$ cat config.mk
export PLATFORM = sky130hd
export DESIGN_NAME = gp_cmd_sequencer
export DESIGN_NICKNAME = d
export VERILOG_FILES = /design/src/rtl/gp_seq_pkg.sv /design/src/rtl/gp_cmd_fifo.sv /design/src/rtl/gp_cmd_decode.sv /design/src/rtl/gp_seq_status.sv /design/src/rtl/gp_cmd_sequencer.sv
export SDC_FILE = /design/constraint.sdc
export NUM_CORES = 1
export LEC_CHECK = 0
export BUFFER_PORTS_ARGS = -buffer_cell sky130_fd_sc_hd__buf_2
export CORE_MARGIN = 2
export CORE_UTILIZATION = 30
export CTS_CLUSTER_SIZE = 12
export DETAILED_ROUTE_END_ITERATION = 12
export GPL_TIMING_DRIVEN = 0
export MAX_ROUTING_LAYER = met4
export PLACE_DENSITY_LB_ADDON = 0.15
export SYNTH_ARGS = -nofsm -noshare
export SYNTH_HDL_FRONTEND = slang
export SYNTH_HIERARCHICAL = 1
export SYNTH_SLANG_ARGS = --single-unit
$ cat constraint.sdc
create_clock -name clk -period 8.9 [get_ports clk]
set_input_delay 0.89 -clock clk [delete_from_list [all_inputs] [get_ports clk]]
set_output_delay 0.89 -clock clk [all_outputs]
set_load 0.01 [all_outputs]
$ cat src/rtl/gp_seq_pkg.sv
// Shared constants and types for the graphics command word sequencer.
// Assumes 32-bit command words with the opcode in the top byte.
package gp_seq_pkg;

    localparam int WORD_W     = 32;
    localparam int OP_W       = 8;
    localparam int COORD_BITS = 10;               // x / y coordinate field width
    localparam int WFLD_BITS  = 10;               // rectangle width field
    localparam int HFLD_BITS  = 9;                // rectangle height field
    localparam int PIX_W      = WFLD_BITS + HFLD_BITS + 2;
    localparam int CNT_W      = PIX_W;            // word counter width

    localparam logic [OP_W-1:0] CTL_FLUSH = 8'h01;
    localparam logic [OP_W-1:0] OP_FILL   = 8'h02;
    localparam logic [2:0] GRP_COPY   = 3'b100;
    localparam logic [2:0] GRP_UPLOAD = 3'b101;
    localparam logic [2:0] GRP_READ   = 3'b110;

    typedef enum logic [2:0] {
        ST_IDLE  = 3'd0,
        ST_WAIT  = 3'd1,
        ST_EXEC  = 3'd2,
        ST_READ  = 3'd3,
        ST_WRITE = 3'd4
    } seq_state_t;

    typedef enum logic [2:0] {
        CL_SINGLE,
        CL_FILL,
        CL_COPY,
        CL_UPLOAD,
        CL_READ
    } cmd_class_t;

endpackage

$ cat src/rtl/gp_cmd_fifo.sv
// Command word buffer: circular store of DEPTH words with a valid/ready
// write side and a show-ahead read side. Flush empties it in one cycle
// and wins over a write in the same cycle. Assumes DEPTH >= 2.
module gp_cmd_fifo #(
    parameter int DEPTH = 16,
    parameter int W     = 32
) (
    input  logic         clk,
    input  logic         rst_n,
    input  logic         flush,
    input  logic         in_valid,
    input  logic [W-1:0] in_data,
    output logic         in_ready,
    input  logic         pop,
    output logic [W-1:0] head,
    output logic         empty
);
    localparam int AW = $clog2(DEPTH);
    localparam int CW = $clog2(DEPTH + 1);

    logic [W-1:0]  mem [DEPTH];
    logic [AW-1:0] wr_ptr, rd_ptr;
    logic [CW-1:0] count;
    logic          push, take;

    assign in_ready = (count != CW'(DEPTH));
    assign empty    = (count == '0);
    assign push     = in_valid && in_ready && !flush;
    assign take     = pop && !empty && !flush;
    assign head     = mem[rd_ptr];

    // Store the incoming word at the write pointer.
    always_ff @(posedge clk) begin
        if (push) mem[wr_ptr] <= in_data;
    end

    // Advance pointers and occupancy; flush clears all three.
    always_ff @(posedge clk) begin
        if (!rst_n || flush) begin
            wr_ptr <= '0;
            rd_ptr <= '0;
            count  <= '0;
        end else begin
            if (push) wr_ptr <= (wr_ptr == AW'(DEPTH - 1)) ? '0 : wr_ptr + 1'b1;
            if (take) rd_ptr <= (rd_ptr == AW'(DEPTH - 1)) ? '0 : rd_ptr + 1'b1;
            case ({push, take})
                2'b10:   count <= count + 1'b1;
                2'b01:   count <= count - 1'b1;
                default: count <= count;
            endcase
        end
    end

    p_no_overflow_r9: assert property (@(posedge clk) disable iff (!rst_n)
        count <= CW'(DEPTH));
    p_full_holds_r9: assert property (@(posedge clk) disable iff (!rst_n)
        (!in_ready && !pop && !flush) |=> !in_ready);
    p_flush_empties_r8: assert property (@(posedge clk) disable iff (!rst_n)
        flush |=> empty);

endmodule

$ cat src/rtl/gp_cmd_decode.sv
// Command length decoder: classifies an opcode and derives the word
// count; for uploads, also decodes the rectangle size word (zero fields
// mean the maximum) and the resulting total length. Purely combinational.
module gp_cmd_decode
    import gp_seq_pkg::*;
(
    input  logic [OP_W-1:0]    op,
    input  logic [WORD_W-1:0]  size_word,
    output cmd_class_t         cls,
    output logic [CNT_W-1:0]   base_len,
    output logic [WFLD_BITS:0] rect_w,
    output logic [HFLD_BITS:0] rect_h,
    output logic [CNT_W-1:0]   upload_len
);
    logic [PIX_W-1:0] pix;
    logic [PIX_W-1:0] half;

    // Class and fixed word count from the opcode.
    always_comb begin
        cls      = CL_SINGLE;
        base_len = CNT_W'(1);
        if (op == OP_FILL) begin
            cls      = CL_FILL;
            base_len = CNT_W'(3);
        end else begin
            case (op[7:5])
                GRP_COPY:   begin cls = CL_COPY;   base_len = CNT_W'(4); end
                GRP_UPLOAD: begin cls = CL_UPLOAD; base_len = CNT_W'(3); end
                GRP_READ:   begin cls = CL_READ;   base_len = CNT_W'(3); end
                default:    begin cls = CL_SINGLE; base_len = CNT_W'(1); end
            endcase
        end
    end

    // Rectangle size with zero meaning full span, and the upload length.
    always_comb begin
        rect_w = (size_word[WFLD_BITS-1:0] == '0)
               ? {1'b1, {WFLD_BITS{1'b0}}} : {1'b0, size_word[WFLD_BITS-1:0]};
        rect_h = (size_word[16 +: HFLD_BITS] == '0)
               ? {1'b1, {HFLD_BITS{1'b0}}} : {1'b0, size_word[16 +: HFLD_BITS]};
        pix        = PIX_W'(rect_w) * PIX_W'(rect_h);
        half       = (pix + PIX_W'(1)) >> 1;
        upload_len = CNT_W'(half) + CNT_W'(3);
    end

endmodule

$ cat src/rtl/gp_seq_status.sv
// Status flag generator: turns the sequencer state and the
// outstanding-count indication into the three host-visible flags.
module gp_seq_status
    import gp_seq_pkg::*;
(
    input  seq_state_t state,
    input  logic       count_pending,
    output logic       cmd_rdy,
    output logic       dma_rdy,
    output logic       vram_send
);
    // Flags follow the state only, never the buffer level.
    always_comb begin
        cmd_rdy   = (state == ST_IDLE);
        vram_send = (state == ST_READ);
        dma_rdy   = (state == ST_IDLE) || ((state != ST_READ) && count_pending);
    end

endmodule

$ cat src/rtl/gp_cmd_sequencer.sv
// Graphics command word sequencer (top). Pulls words from the buffer,
// tracks how many words the current command still needs, retires
// commands on a done/opcode strobe, and parks in the readback state until
// the read engine reports completion. Assumes one word consumed per cycle
// at most; a control flush has priority over everything else.
module gp_cmd_sequencer
    import gp_seq_pkg::*;
#(
    parameter int FIFO_DEPTH = 16
) (
    input  logic                  clk,
    input  logic                  rst_n,
    input  logic                  gp0_valid,
    input  logic [31:0]           gp0_data,
    output logic                  gp0_ready,
    input  logic                  ctl_valid,
    input  logic [31:0]           ctl_data,
    input  logic                  rd_done,
    output logic                  cmd_done,
    output logic [7:0]            cmd_opcode,
    output logic [2:0]            seq_state,
    output logic                  stat_cmd_ready,
    output logic                  stat_dma_ready,
    output logic                  stat_vram_send,
    output logic [9:0]            xfer_x,
    output logic [9:0]            xfer_y,
    output logic [10:0]           xfer_w,
    output logic [9:0]            xfer_h
);
    seq_state_t              state;
    cmd_class_t              cur_cls, dec_cls;
    logic [OP_W-1:0]         cur_op, done_op, dec_op;
    logic [CNT_W-1:0]        need, got;
    logic [CNT_W-1:0]        dec_base, dec_upload;
    logic [WFLD_BITS:0]      dec_w, x_w;
    logic [HFLD_BITS:0]      dec_h, x_h;
    logic [COORD_BITS-1:0]   x_x, x_y;
    logic [WORD_W-1:0]       head;
    logic                    empty, pop, can_pop, flush, done_q;

    assign flush   = ctl_valid && (ctl_data[31:24] == CTL_FLUSH);
    assign can_pop = (state == ST_IDLE) || (state == ST_WAIT) || (state == ST_WRITE);
    assign pop     = can_pop && !empty && !flush;
    assign dec_op  = (state == ST_IDLE) ? head[31:24] : cur_op;

    gp_cmd_fifo #(.DEPTH(FIFO_DEPTH), .W(WORD_W)) u_fifo (
        .clk      (clk),
        .rst_n    (rst_n),
        .flush    (flush),
        .in_valid (gp0_valid),
        .in_data  (gp0_data),
        .in_ready (gp0_ready),
        .pop      (pop),
        .head     (head),
        .empty    (empty)
    );

    gp_cmd_decode u_dec (
        .op         (dec_op),
        .size_word  (head),
        .cls        (dec_cls),
        .base_len   (dec_base),
        .rect_w     (dec_w),
        .rect_h     (dec_h),
        .upload_len (dec_upload)
    );

    gp_seq_status u_stat (
        .state         (state),
        .count_pending (need != '0),
        .cmd_rdy       (stat_cmd_ready),
        .dma_rdy       (stat_dma_ready),
        .vram_send     (stat_vram_send)
    );

    // Sequencer: state, word counting, transfer capture and retirement.
    always_ff @(posedge clk) begin
        if (!rst_n) begin
            state   <= ST_IDLE;
            cur_cls <= CL_SINGLE;
            cur_op  <= '0;
            done_op <= '0;
            done_q  <= 1'b0;
            need    <= '0;
            got     <= '0;
            x_x     <= '0;
            x_y     <= '0;
            x_w     <= '0;
            x_h     <= '0;
        end else begin
            done_q <= 1'b0;
            if (flush) begin
                state <= ST_IDLE;
                need  <= '0;
                got   <= '0;
                x_x   <= '0;
                x_y   <= '0;
                x_w   <= '0;
                x_h   <= '0;
            end else begin
                case (state)
                    ST_IDLE: begin
                        if (pop) begin
                            cur_op  <= head[31:24];
                            cur_cls <= dec_cls;
                            if (dec_base == CNT_W'(1)) begin
                                done_q  <= 1'b1;
                                done_op <= head[31:24];
                            end else begin
                                need  <= dec_base;
                                got   <= CNT_W'(1);
                                state <= ST_WAIT;
                            end
                        end
                    end
                    ST_WAIT, ST_WRITE: begin
                        if (pop) begin
                            got <= got + 1'b1;
                            if (got == CNT_W'(1)) begin
                                x_x <= head[COORD_BITS-1:0];
                                x_y <= head[16 +: COORD_BITS];
                            end
                            if (got == CNT_W'(2)) begin
                                x_w <= dec_w;
                                x_h <= dec_h;
                            end
                            if (cur_cls == CL_UPLOAD && got == CNT_W'(2)) begin
                                need  <= dec_upload;
                                state <= ST_WRITE;
                            end else if (got + 1'b1 == need) begin
                                need  <= '0;
                                state <= ST_EXEC;
                            end
                        end
                    end
                    ST_EXEC: begin
                        done_q  <= 1'b1;
                        done_op <= cur_op;
                        got     <= '0;
                        if (cur_cls == CL_READ) begin
                            state <= ST_READ;
                        end else begin
                            state <= ST_IDLE;
                            x_x   <= '0;
                            x_y   <= '0;
                            x_w   <= '0;
                            x_h   <= '0;
                        end
                    end
                    ST_READ: begin
                        if (rd_done) begin
                            state <= ST_IDLE;
                            x_x   <= '0;
                            x_y   <= '0;
                            x_w   <= '0;
                            x_h   <= '0;
                        end
                    end
                    default: state <= ST_IDLE;
                endcase
            end
        end
    end

    assign cmd_done   = done_q;
    assign cmd_opcode = done_op;
    assign seq_state  = state;
    assign xfer_x     = x_x;
    assign xfer_y     = x_y;
    assign xfer_w     = x_w;
    assign xfer_h     = x_h;

    p_done_source_r2: assert property (@(posedge clk) disable iff (!rst_n)
        done_q |-> ($past(state) == ST_IDLE || $past(state) == ST_EXEC));
    p_write_len_r4: assert property (@(posedge clk) disable iff (!rst_n)
        (state == ST_WRITE) |-> (need >= CNT_W'(4)));
    p_exec_once_r5: assert property (@(posedge clk) disable iff (!rst_n)
        (state == ST_EXEC && !flush) |=> (state != ST_EXEC));
    p_wait_short_r5: assert property (@(posedge clk) disable iff (!rst_n)
        (state == ST_WAIT) |-> (need > got));
    p_read_parks_r7: assert property (@(posedge clk) disable iff (!rst_n)
        (state == ST_READ && !rd_done && !flush) |=> (state == ST_READ && !done_q));
    p_flush_idle_r8: assert property (@(posedge clk) disable iff (!rst_n)
        flush |=> (state == ST_IDLE && need == '0 && !stat_vram_send));

endmodule

==> results.toml <==
[run_status]
status = "finished clean"

[synthesis]
syn_inst = 2084
yosysWarnings = 6
avgSynthCellArea_sq_um = 13.0
synth_area_sq_mm = 0.0271

[clocking]
clk_pin_slew_worst_paths_ns = 0.06
root_buffer = "clkbuf_16"
cts_made_buffers = 61
clock_path_buffers = 3
tritoncts = "built"
clk_latency_ns = 0.64
cts.sinks = 539
cts_max_level = 2

[placed_design]
port_buffers = 95
place_inst = 3388
postPlaceCellArea_sq_mm = 0.0295
hpwl_um = 55200
place.gp.congestion = 0.897

[floorplanning]
start_util = 0.302
chipHeight_um = 305
num_rows = 110
die_w_um = 305
dieArea_sq_mm = 0.0929
io_pins = 126
core_area_sq_mm = 0.0899

[timing]
fmax_mhz = 117
setup_viol = 0
worstMarginPinSlew_ns = 0.994
hold_viol = 0
finalCritPeriodShare = 0.960
relSlewSlack = 0.337
drv_slew = 0
skew_ns = 0.0458
fin_crit_ns = 8.55

[worst_hold_path]
worstHoldPathType = "reg -> reg"

[detailed_routing]
drtIter0Drc = 1085
postRouteAntennaNets = 0
drc = 0
vias_per_cell = 5.00
first_pass_iters = 5
wirelength_um = 78200
wire_per_inst_um = 22.3
num_vias = 17600

[critical_path]
cp-start-kind = "flip-flop"
crit_slowest_cell = "fa_1"
cpMostUsedCell = "fa_1"
cp.required_ns = 9.38
worstPathArrival_ns = 9.03
worstSetupEndpointType = "flip-flop"
max_stage_delay_ns = 0.56
crit_type = "reg -> reg"
crit_fanout = 10

[global_route]
grt_usage = 0.172
antenna_found_initial = 10
grt_pass1_vias = 18200
grt_pass1_wl_um = 117000
grt_max_degree = 27
grt-ovfl-total = 0

[finish]
fin_nets = 2489
final_util = 0.353
drive_above_1_share = 0.204
fin_cells = 3511
filler_cell_count = 8764
post-route-cell-area_sq_mm = 0.0317
area.growth.synth_to_final_pct = 16.9

[run]
cap_violations = 0
## worst max-delay path, delay by kind of cell (launching register included)
family	cells	cell delay, ns
compound gates	5	1.24
xor+xnor	1	0.16
fa+ha+maj	6	3.06
buf+inv	6	0.80
flops	1	0.41
mux	2	0.96
simple gates	8	1.76
## state kept, by name, indices dropped and copies added (netlist names), named ones only
name and count:
u_fifo/mem 416, got 21, need 21, xfer_w 11, xfer_h 10, xfer_x 10, xfer_y 10, cmd_opcode 8
cur_op 8, u_fifo/count 5, u_fifo/rd_ptr 4, u_fifo/wr_ptr 4, cur_cls 3, seq_state 3, cmd_done 1
## area by class of cell
cell class | instances | area [sq um] | area share
Tap cell | 1176 | 1470 | 0.0464
Clock inverter | 30 | 312 | 0.00982
Inverter | 105 | 394 | 0.0124
Multi-Input combinational cell | 1280 | 11100 | 0.351
Buffer | 177 | 956 | 0.0301
Clock buffer | 81 | 1650 | 0.0519
Timing Repair Buffer | 116 | 830 | 0.0262
Antenna cell | 7 | 17.5 | 0.000552
Sequential cell | 539 | 15000 | 0.471
## stage by stage
step / setup TNS (ns) / hold slack [ns] / worst slack (ns)
2_1_floorplan: 0 / 0.452 / 1.23
3_3_place_gp: -12.27 / 0.440 / -1.19
4_1_cts: 0 / 0.453 / 0.0286
5_1_grt: -0.174 / 0.473 / -0.0611
3_5_place_dp: -13.32 / 0.446 / -1.27
6_report: 0 / 0.450 / 0.353
## layer usage
layer	routed length [um]	share of wire	up-vias	GRT usage
li1	-	-	8084	-
met1	35400	0.45	9016	0.224
met2	37700	0.48	356	0.282
met3	3440	0.044	107	0.0290
met4	1650	0.021	0	0.0406
met5	0	0	-	-
## final timing paths
path              slack, ns  cells past startpoint   endpoint      start
setup / recovery       0.35                     28   need[13]  flip-flop
hold / removal         0.45                      2  xfer_h[5]  xfer_h[5]
setup reg to reg       0.35                     28   need[13]  flip-flop
hold reg to reg        0.45                      2  xfer_h[5]  xfer_h[5]
## layout by cell type, fill, tap and decap left out, drive strengths merged, types with 11 or more instances in the layout
master  instances
a211oi         11
dfxtp         123
a31oi          28
clkinv         23
and3           24
o21ai          48
mux4          104
nand2         180
nor4           23
or3            13
a21boi         11
clkbuf        196
and2           76
ha             70
buf           178
fa             70
o22ai          24
nor2b          49
nand3          62
nand4          17
conb           18
nor2           66
xor2           33
a21oi         116
nor3           22
inv           107
edfxtp        416
xnor2          32
a22oi          53
## timing repair
item / in CTS / in global routing
setup buffers: 1 / 4
pin swaps: 1 / 4
gates resized for setup: 28 / 50
endpoints found under the setup margin: 13 / 10
hold buffers: 0 / 0
Power is left out: the tool's default activity adds up to more than one toggle a clock period on the data nets, which glitch-free logic cannot reach.
